## src/rtl/wr_types_pkg.sv

```systemverilog
package wr_types_pkg;
  typedef enum logic [1:0] {
    BR_NONE  = 2'd0,
    BR_FALL  = 2'd1,
    BR_JUMP  = 2'd2,
    BR_SPLIT = 2'd3
  } br_kind_e;
endpackage

```

## src/rtl/wr_branch_classify.sv

```systemverilog
module wr_branch_classify
  import wr_types_pkg::*;
#(
  parameter int LANES = 32
) (
  input  logic             valid_i,
  input  logic [LANES-1:0] taken_i,
  input  logic [LANES-1:0] mask_i,
  output br_kind_e         kind_o,
  output logic [LANES-1:0] taken_eff_o,
  output logic [LANES-1:0] not_taken_o
);
  assign taken_eff_o = taken_i & mask_i;
  assign not_taken_o = mask_i & ~taken_i;

  always_comb begin
    if (!valid_i)                 kind_o = BR_NONE;
    else if (taken_eff_o == '0)   kind_o = BR_FALL;
    else if (taken_eff_o == mask_i) kind_o = BR_JUMP;
    else                          kind_o = BR_SPLIT;
  end
endmodule

```

## src/rtl/wr_mask_stack.sv

```systemverilog
module wr_mask_stack #(
  parameter int DEPTH = 8,
  parameter int PC_W  = 32,
  parameter int LANES = 32,
  localparam int CW   = $clog2(DEPTH + 1),
  localparam int IW   = (DEPTH > 1) ? $clog2(DEPTH) : 1
) (
  input  logic             clk_i,
  input  logic             rst_ni,
  input  logic             push_pair_i,
  input  logic             pop_i,
  input  logic [PC_W-1:0]  trig_i,
  input  logic [PC_W-1:0]  lo_resume_i,
  input  logic [LANES-1:0] lo_mask_i,
  input  logic [PC_W-1:0]  hi_resume_i,
  input  logic [LANES-1:0] hi_mask_i,
  output logic             top_valid_o,
  output logic [PC_W-1:0]  top_trig_o,
  output logic [PC_W-1:0]  top_resume_o,
  output logic [LANES-1:0] top_mask_o,
  output logic             room2_o,
  output logic [CW-1:0]    count_o
);
  logic [CW-1:0] cnt_q;
  logic [DEPTH-1:0][PC_W-1:0]  trig_all;
  logic [DEPTH-1:0][PC_W-1:0]  resume_all;
  logic [DEPTH-1:0][LANES-1:0] mask_all;

  for (genvar i = 0; i < DEPTH; i++) begin : g_ent
    logic [PC_W-1:0]  trig_q, resume_q;
    logic [LANES-1:0] mask_q;
    logic wr_lo, wr_hi;
    assign wr_lo = push_pair_i && (cnt_q == CW'(i));
    assign wr_hi = push_pair_i && (cnt_q + CW'(1) == CW'(i));
    always_ff @(posedge clk_i or negedge rst_ni) begin
      if (!rst_ni) begin
        trig_q   <= '0;
        resume_q <= '0;
        mask_q   <= '0;
      end else if (wr_lo) begin
        trig_q   <= trig_i;
        resume_q <= lo_resume_i;
        mask_q   <= lo_mask_i;
      end else if (wr_hi) begin
        trig_q   <= trig_i;
        resume_q <= hi_resume_i;
        mask_q   <= hi_mask_i;
      end
    end
    assign trig_all[i]   = trig_q;
    assign resume_all[i] = resume_q;
    assign mask_all[i]   = mask_q;
  end

  always_ff @(posedge clk_i or negedge rst_ni) begin
    if (!rst_ni)          cnt_q <= '0;
    else if (push_pair_i) cnt_q <= cnt_q + CW'(2);
    else if (pop_i)       cnt_q <= cnt_q - CW'(1);
  end

  logic [IW-1:0] top_idx;
  assign top_idx      = IW'(cnt_q - CW'(1));
  assign top_valid_o  = (cnt_q != '0);
  assign top_trig_o   = trig_all[top_idx];
  assign top_resume_o = resume_all[top_idx];
  assign top_mask_o   = mask_all[top_idx];
  assign room2_o      = (cnt_q + CW'(2) <= CW'(DEPTH));
  assign count_o      = cnt_q;
endmodule

```

## src/rtl/warp_reconv_stack.sv

```systemverilog
module warp_reconv_stack
  import wr_types_pkg::*;
#(
  parameter int LANES      = 32,
  parameter int PC_W       = 32,
  parameter int DEPTH      = 8,
  parameter int INSN_BYTES = 4,
  parameter logic [PC_W-1:0] RESET_PC = '0,
  localparam int CW        = $clog2(DEPTH + 1)
) (
  input  logic             clk_i,
  input  logic             rst_ni,
  input  logic             issue_i,
  input  logic [PC_W-1:0]  fetch_pc_i,
  input  logic             br_valid_i,
  input  logic [LANES-1:0] br_taken_i,
  input  logic [PC_W-1:0]  br_target_i,
  input  logic [PC_W-1:0]  br_reconv_i,
  output logic [PC_W-1:0]  next_pc_o,
  output logic [LANES-1:0] active_mask_o,
  output logic             overflow_o
);
  logic [PC_W-1:0]  pc_q;
  logic [LANES-1:0] mask_q;
  logic             ovf_q;

  br_kind_e         kind;
  logic [LANES-1:0] taken_eff, not_taken;
  logic             top_valid, room2, pop_hit, split, push_pair;
  logic [PC_W-1:0]  top_trig, top_resume, fall_pc;
  logic [LANES-1:0] top_mask;
  logic [CW-1:0]    stk_count;

  wr_branch_classify #(.LANES(LANES)) u_cls (
    .valid_i     (br_valid_i),
    .taken_i     (br_taken_i),
    .mask_i      (mask_q),
    .kind_o      (kind),
    .taken_eff_o (taken_eff),
    .not_taken_o (not_taken)
  );

  assign fall_pc   = fetch_pc_i + PC_W'(INSN_BYTES);
  assign pop_hit   = issue_i && top_valid && (fetch_pc_i == top_trig);
  assign split     = issue_i && !pop_hit && (kind == BR_SPLIT);
  assign push_pair = split && room2;

  wr_mask_stack #(.DEPTH(DEPTH), .PC_W(PC_W), .LANES(LANES)) u_stk (
    .clk_i        (clk_i),
    .rst_ni       (rst_ni),
    .push_pair_i  (push_pair),
    .pop_i        (pop_hit),
    .trig_i       (br_reconv_i),
    .lo_resume_i  (br_reconv_i),
    .lo_mask_i    (mask_q),
    .hi_resume_i  (fall_pc),
    .hi_mask_i    (not_taken),
    .top_valid_o  (top_valid),
    .top_trig_o   (top_trig),
    .top_resume_o (top_resume),
    .top_mask_o   (top_mask),
    .room2_o      (room2),
    .count_o      (stk_count)
  );

  always_ff @(posedge clk_i or negedge rst_ni) begin
    if (!rst_ni) begin
      pc_q   <= RESET_PC;
      mask_q <= '1;
      ovf_q  <= 1'b0;
    end else if (issue_i) begin
      if (pop_hit) begin
        pc_q   <= top_resume;
        mask_q <= top_mask;
      end else begin
        unique case (kind)
          BR_JUMP:  pc_q <= br_target_i;
          BR_SPLIT: begin
            pc_q   <= br_target_i;
            mask_q <= taken_eff;
          end
          default:  pc_q <= fall_pc;
        endcase
      end
      if (split && !room2) ovf_q <= 1'b1;
    end
  end

  assign next_pc_o     = pc_q;
  assign active_mask_o = mask_q;
  assign overflow_o    = ovf_q;
endmodule

```

## config.mk

```make
export PLATFORM = sky130hd
export DESIGN_NAME = warp_reconv_stack
export DESIGN_NICKNAME = d
export VERILOG_FILES = /design/src/rtl/wr_types_pkg.sv /design/src/rtl/wr_branch_classify.sv /design/src/rtl/wr_mask_stack.sv /design/src/rtl/warp_reconv_stack.sv
export SDC_FILE = /design/constraint.sdc
export NUM_CORES = 2
export LEC_CHECK = 0
export ABC_AREA = 0
export BUFFER_PORTS_ARGS = -buffer_cell sky130_fd_sc_hd__buf_2
export CAP_MARGIN = 20
export CORE_ASPECT_RATIO = 1.5
export CORE_MARGIN = 3
export CORE_UTILIZATION = 24
export CTS_BUF_LIST = sky130_fd_sc_hd__clkbuf_8
export CTS_CLUSTER_DIAMETER = 150
export DETAILED_ROUTE_END_ITERATION = 16
export SLEW_MARGIN = 20
export SYNTH_ARGS = -nofsm -noshare
export SYNTH_HDL_FRONTEND = slang
export SYNTH_SLANG_ARGS = --single-unit
export TNS_END_PERCENT = 5
```

## constraint.sdc

```tcl
create_clock -name clk_i -period 5.2 [get_ports clk_i]
set_input_delay 0.78 -clock clk_i [delete_from_list [all_inputs] [get_ports clk_i]]
set_output_delay 0.78 -clock clk_i [all_outputs]
set_load 0.05 [all_outputs]
```

# After elaboration in Yosys (flattened, before gate mapping)
# Index checks and enable logic that the tools add are counted.
# word_totals
in_bits,132
out_inout_bits,65
ram_bits,0
romBits,0
mem_count,0
reg_bits,837
latch_bits,0
word_cells,159
# classes
n_lt_le_gt_ge,2
n_mux,63
n_mul,0
bitwise_logic,3
reduce_logical,41
n_eq_ne,18
n_shift,0
div,0
addsub,4
# op_table
operator,n
32-bit two-way mux,55
32-bit binary-select mux with 3-bit select,3
32-bit bitwise AND,2
32-bit equality test,2
"32-bit by 3-bit adder with 32-bit output, second input constant",1
"4-bit by 3-bit equality test with 1-bit output, second input constant",8
32-bit logical NOT,1
32-bit inverter,1
1-bit logical AND,22
2-bit nonzero test,10
"4-bit by 2-bit equality test with 1-bit output, second input constant",4
"4-bit by 1-bit equality test with 1-bit output, second input constant",2
4-bit logical NOT,2
4-bit two-way mux,2
"4-bit by 1-bit adder with 4-bit output, second input constant",1
"4-bit by 2-bit adder with 4-bit output, second input constant",1
"2-bit equality test, second input constant",2
"4-bit less-or-equal comparator, second input constant",1
"3-bit by 4-bit < comparator with 1-bit output, second input constant",1
2-bit two-way mux,2
2-bit AND reduction,2
4-bit nonzero test,1
"4-bit by 1-bit subtractor with 4-bit output, second input constant",1
1-bit logical NOT,2
2 further kinds,2

# Depth between registers and ports, before layout
# depth
depth_word,12
ltp_mapped,20
mapped_depth_nobuf,11

# Cells and area by module
# Synthesis repeated with hierarchy kept, for this count alone.
# hier_totals
hier_cells,3947
area_unflattened_um2,45681.3
# by_module_without_submodules
module,seq_area_each_um2,n_inst,cells_each,area_per_inst_um2
wr_mask_stack,19318.5,1,3300,40243.6
warp_reconv_stack,1666.6,1,557,4855.9
wr_branch_classify,0.0,1,90,581.8

# Worst setup path after synthesis
# No wires, ideal clock.
# synth_timing
path_type,register -> register
start,"reg u_stk.cnt_q[0], in the netlist u_stk.count_o[0]"
end,reg u_stk.g_ent[0].trig_q[25]
t_arrival_ps,4615
t_required_ps,5075
stages_incl_launch_ff,20
path_slack_ps,460
setup_ps,125
synth_period_minus_slack_ps,4740
n_path_buf,8
cell_sequence,dfrtp_1 -> buf_6 -> buf_6 -> buf_6 -> clkinv_1 -> buf_2 -> ha_1 -> clkbuf_2 -> xor2_1 -> mux4_2 -> xnor2_1 -> nor2_1 -> nor4bb_1 -> nand4_1 -> or4_1 -> buf_2 -> a21oi_4 -> buf_6 -> buf_6 -> mux2_4
# synth_via
elab_chain_len,11
elab_cells_between_ends,20
classes_between,3 x add/sub; 1 x order compare; 1 x eq/ne; 3 x mux; 12 x reduce/logical
# synth_lines
element,line,source
"start, declared",wr_mask_stack.sv:24,logic [CW-1:0] cnt_q;
"start signal, assigned",wr_mask_stack.sv:57,else if (push_pair_i) cnt_q <= cnt_q + CW'(2);
"start signal, assigned",wr_mask_stack.sv:58,else if (pop_i) cnt_q <= cnt_q - CW'(1);
4-bit by 1-bit subtractor with 4-bit output,-,
32-bit binary-select mux with 3-bit select,wr_mask_stack.sv:64,assign top_trig_o = trig_all[top_idx];
32-bit two-way mux (not written as such),wr_mask_stack.sv:64,
32-bit equality test,warp_reconv_stack.sv:44,assign pop_hit = issue_i && top_valid && (fetch_pc_i == top_trig);
1-bit logical AND,warp_reconv_stack.sv:44,
1-bit logical NOT,warp_reconv_stack.sv:45,assign split = issue_i && !pop_hit && (kind == BR_SPLIT);
1-bit logical AND (2 in a row),warp_reconv_stack.sv:45,
1-bit logical AND,warp_reconv_stack.sv:46,assign push_pair = split && room2;
1-bit logical AND (on tied branches),"wr_mask_stack.sv:33, wr_mask_stack.sv:34",
32-bit two-way mux or 2-bit nonzero test (tied branches),-,
"end signal, assigned",wr_mask_stack.sv:41,trig_q <= trig_i;
"end signal, assigned",wr_mask_stack.sv:45,trig_q <= trig_i;
"end, declared",wr_mask_stack.sv:30,"logic [PC_W-1:0] trig_q, resume_q;"
# Several ways; a longest one is shown, not always the timed one. The select of a mux whose other input is x is not followed.
# A chain may end at the register's enable or synchronous reset.

# Final worst setup path
# layout_timing
start,"reg u_stk.cnt_q[1], in the netlist u_stk.count_o[1]"
end,reg u_stk.g_ent[3].mask_q[9]
# layout_via
elab_chain_len,11
elab_cells_between_ends,20
classes_between,3 x add/sub; 1 x order compare; 3 x eq/ne; 3 x mux; 10 x reduce/logical
# layout_lines
element,line,source
4-bit by 1-bit subtractor with 4-bit output,-,
32-bit binary-select mux with 3-bit select,wr_mask_stack.sv:64,
32-bit two-way mux (not written as such),wr_mask_stack.sv:64,
32-bit equality test,warp_reconv_stack.sv:44,
1-bit logical AND,warp_reconv_stack.sv:44,
1-bit logical NOT,warp_reconv_stack.sv:45,
1-bit logical AND (2 in a row),warp_reconv_stack.sv:45,
1-bit logical AND,warp_reconv_stack.sv:46,
1-bit logical AND (on tied branches),"wr_mask_stack.sv:33, wr_mask_stack.sv:34",
32-bit two-way mux or 2-bit nonzero test (tied branches),-,
"end signal, assigned",wr_mask_stack.sv:43,mask_q <= lo_mask_i;
"end signal, assigned",wr_mask_stack.sv:47,mask_q <= hi_mask_i;
"end, declared",wr_mask_stack.sv:31,logic [LANES-1:0] mask_q;
# Several ways; a longest one is shown, not always the timed one. The select of a mux whose other input is x is not followed.

==> flow_summary.json <==
{
  "outcome": "completed",
  "grt_overflow": 0,
  "cts-htree-levels": 4,
  "design_area_um2": 52000,
  "ys_types": 72,
  "crit_fanout": 32,
  "r2r-start": "u_stk.count_o[1]",
  "fillers": 19306,
  "start_kind": "flop",
  "portBuffers": 196,
  "crit_start": "u_stk.count_o[1]",
  "pwr-share-comb_pct": 5.1,
  "syn-num-nets": 4222,
  "pre_cts_slack_ns": 0.401,
  "topRoutingLayerUsed": "met5",
  "p_per_area_nw_per_um2": 259,
  "crit_path_max_incr_delay_ns": 0.62,
  "synth_enable_flop_cells": 0,
  "hpwl_mm": 111,
  "placed_area_um2": 49000,
  "end_kind": "flop",
  "initial_utilization_pct": 24.2,
  "p_int_mw": 9.94,
  "place_inst": 6414,
  "setup_violations": 0,
  "required_ns": 5.98,
  "finalHoldViolCount": 0,
  "seq_area_um2": 21000,
  "fin_tns_setup_ns": 0,
  "die_h_um": 535,
  "max_freq_mhz": 202,
  "switchingPower_mw": 3.56,
  "clock_power_share_pct": 46.3,
  "worst_ep_arrival_time_ns": 5.73,
  "clk_latency_ns": 0.89,
  "drv_slew": 0,
  "design.die.area_um2": 192000,
  "routed_wl_mm": 181,
  "yosysWarningCount": 0,
  "hold_path_class": "input port to flop",
  "vias_per_cell": 5.69,
  "nets": 4273,
  "skew_ns": 0.0604,
  "layout-drive-gt1-share_pct": 26.5,
  "dieWidth_um": 359,
  "num_rows": 193,
  "wl_met1_mm": 70.1,
  "cts_setup_buffers": 0,
  "antenna_found_initial": 36,
  "core_um2": 185000,
  "path_cells": "inv_1, ha_1, xor2_4, mux4_1, mux2i_1, xor2_1, nand4b_1, and4bb_2, a21oi_4, buf_4, buf_4, a32o_1",
  "r2r_slack_ns": 0.25,
  "power_mw": 13.5,
  "cts_buffers": 150,
  "hold_depth": 3,
  "cts.sinks": 837,
  "place_congestion": 0.892,
  "worstHoldStart": "br_target_i[20]",
  "fin_hold_ws_ns": 0.200,
  "grt_pass1_vias": 38052,
  "p_leak_nw": 22.6,
  "layout.cells.non_filler": 6698,
  "critical-path-slowest-cell": "mux4_1",
  "drt_iter0_markers": 4563,
  "ys_ff_latch": 837,
  "fin_crit_ns": 4.95,
  "wl_per_cell_um": 27.0,
  "finalCritPeriodShare_pct": 95.3,
  "ctsResizeCount": 0,
  "rsz0062_at_grt": "no",
  "reg2regPathDepth": 12,
  "crit_top_cell": "buf_4",
  "dr_wl_met3_mm": 19.2,
  "multiInputGateArea_um2": 22100,
  "cts_tree": "built",
  "finalWorstSetupSlack_ns": 0.246,
  "route.met2.wl_mm": 83.0,
  "grt_pass1_wl_mm": 264,
  "worstMarginPinSlew_ns": 1.14,
  "peakVddDrop_uv": 250,
  "yosysSeqAreaShare_pct": 46.9,
  "seq_power_share_pct": 48.6,
  "crit_type": "flop to flop",
  "whs_endpoint": "next_pc_o[20]",
  "avgSynthCellArea_um2": 11.0,
  "io_pins": 197,
  "max_slew_margin_pct": 23.2,
  "cts_buffer_depth": 3,
  "synth_cells": 4079,
  "final_antenna_net_count": 0,
  "vias": 38131,
  "synth_flop_cell": "dfrtp_1",
  "ys_async_sr_fraction_pct": 100,
  "drc": 0,
  "area_delta_synth_final_pct": 16.3,
  "post-route-util_pct": 28.1,
  "drv_cap": 0,
  "grt_util_all_layers_pct": 18.3,
  "clockRootBuffer": "clkbuf_8",
  "reg2reg_to": "u_stk.g_ent[3].mask_q[9]",
  "clk_pin_slew_ns": 0.06,
  "first_pass_iters": 6,
  "syn_area_um2": 44800,
  "switching_share_pct": 26.4,
  "grt_max_degree": 128
}
-- synthesized netlist by cell type, drive strengths merged (24+ instances only) --
| master | n | area, um^2 |
|---|---|---|
| a21oi | 405 | 2050 |
| a221o | 128 | 1280 |
| a22o | 118 | 1030 |
| a22oi | 24 | 180 |
| a31o | 39 | 342 |
| a31oi | 24 | 150 |
| a32o | 32 | 320 |
| buf | 133 | 694 |
| clkbuf | 331 | 1240 |
| dfrtp | 805 | 20100 |
| dfstp | 32 | 841 |
| mux2 | 258 | 2930 |
| mux2i | 80 | 801 |
| mux4 | 179 | 4040 |
| nand2 | 316 | 1190 |
| nand2b | 37 | 231 |
| nand3 | 95 | 475 |
| nand4 | 27 | 169 |
| nor2 | 68 | 255 |
| nor2b | 27 | 169 |
| nor3 | 175 | 876 |
| o211ai | 49 | 368 |
| o21ai | 193 | 988 |
| o2bb2ai | 112 | 981 |
| o31ai | 61 | 458 |
| or3 | 72 | 450 |
| xnor2 | 69 | 612 |
-- layout make-up --
cell class	instances	share of cell area, %
diodes	13	0.0625
clock buffers	180	4.76
clock inverters	90	1.01
inverters	17	0.123
multi-input cells	2761	42.4
flip-flops and latches	837	40.3
well taps	2437	5.86
repair buffers	363	5.45
-- cells in the final DEF, fill, tap and decap left out, drive strengths merged, types with 15 or more instances in the layout --
cell type / netlist / layout
a21oi: 405 / 405
a221o: 128 / 128
a22o: 118 / 118
a22oi: 24 / 24
a311o: 16 / 16
a31o: 39 / 39
a31oi: 24 / 24
a32o: 32 / 32
and2: 17 / 17
buf: 133 / 362
clkbuf: 331 / 180
clkinv: 2 / 15
dfrtp: 805 / 805
dfstp: 32 / 32
inv: 15 / 85
mux2: 258 / 258
mux2i: 80 / 80
mux4: 179 / 179
nand2: 316 / 316
nand2b: 37 / 37
nand3: 95 / 95
nand4: 27 / 27
nor2: 68 / 68
nor2b: 27 / 27
nor3: 175 / 175
nor4: 19 / 19
o211ai: 49 / 49
o21ai: 193 / 193
o2bb2ai: 112 / 112
o31ai: 61 / 61
or3: 72 / 72
xnor2: 69 / 69
xor2: 23 / 23
-- sequential cells by signal, summed over array words and instances (netlist names) --
name and count:
u_stk.g_ent.trig_q 256, u_stk.g_ent.resume_q 256, u_stk.g_ent.mask_q 256, next_pc_o 32, overflow_o 1, active_mask_o 32, u_stk.count_o 4
-- critical path: cells and delay by family, from the launching register on --
| family | cells | cell delay, ns |
|---|---|---|
| simple gates | 2 | 0.41 |
| compound gates | 2 | 0.86 |
| mux | 2 | 0.93 |
| xor+xnor | 2 | 0.62 |
| fa+ha+maj | 1 | 0.32 |
| flops | 1 | 0.48 |
| buf+inv | 3 | 1.20 |
-- power groups by stage --
stage	combinational (mW)	sequential, mW	clock (mW)
after CTS	0.692	6.56	6.38
after floorplan	0.158	6.75	0
final	0.688	6.56	6.25
after global placement	0.686	6.68	0
after detailed placement	0.689	6.68	0
after global routing	0.731	6.56	6.68
-- timing repair --
action                                  4_1_cts  5_1_grt
hold endpoints to repair                     80        0
endpoints found under the setup margin        0        0
hold buffers                                  1        0
-- worst max-delay path by stage --
stage / to
4_1_cts: u_stk.g_ent[3].mask_q[10]
3_3_place_gp: u_stk.g_ent[3].mask_q[0]
5_1_grt: u_stk.g_ent[3].mask_q[10]
3_5_place_dp: u_stk.g_ent[3].mask_q[10]
2_1_floorplan: u_stk.g_ent[0].trig_q[25]
6_report: u_stk.g_ent[3].mask_q[9]
-- cells by family (layout without fill, tap and decap cells) --
logic type | count (synthesis) | in the layout | synth area share (%)
AOI/OAI and AO/OA | 1258 | 1258 | 19.6
xor gates and xnor gates | 92 | 92 | 1.82
adders and majority gates | 11 | 11 | 0.308
buffers and inverters | 481 | 650 | 4.47
DFF | 837 | 837 | 46.9
muxes | 517 | 517 | 17.3
other | 0 | 13 | 0
and+or+nand+nor | 883 | 883 | 9.53
-- routing by layer --
metal,vias up,global-route usage (%)
met5,-,0
met4,32,8.46
met3,485,5.15
met2,2433,29.0
met1,19571,23.1
li1,15610,-
Power figures use the tool's default switching activity.
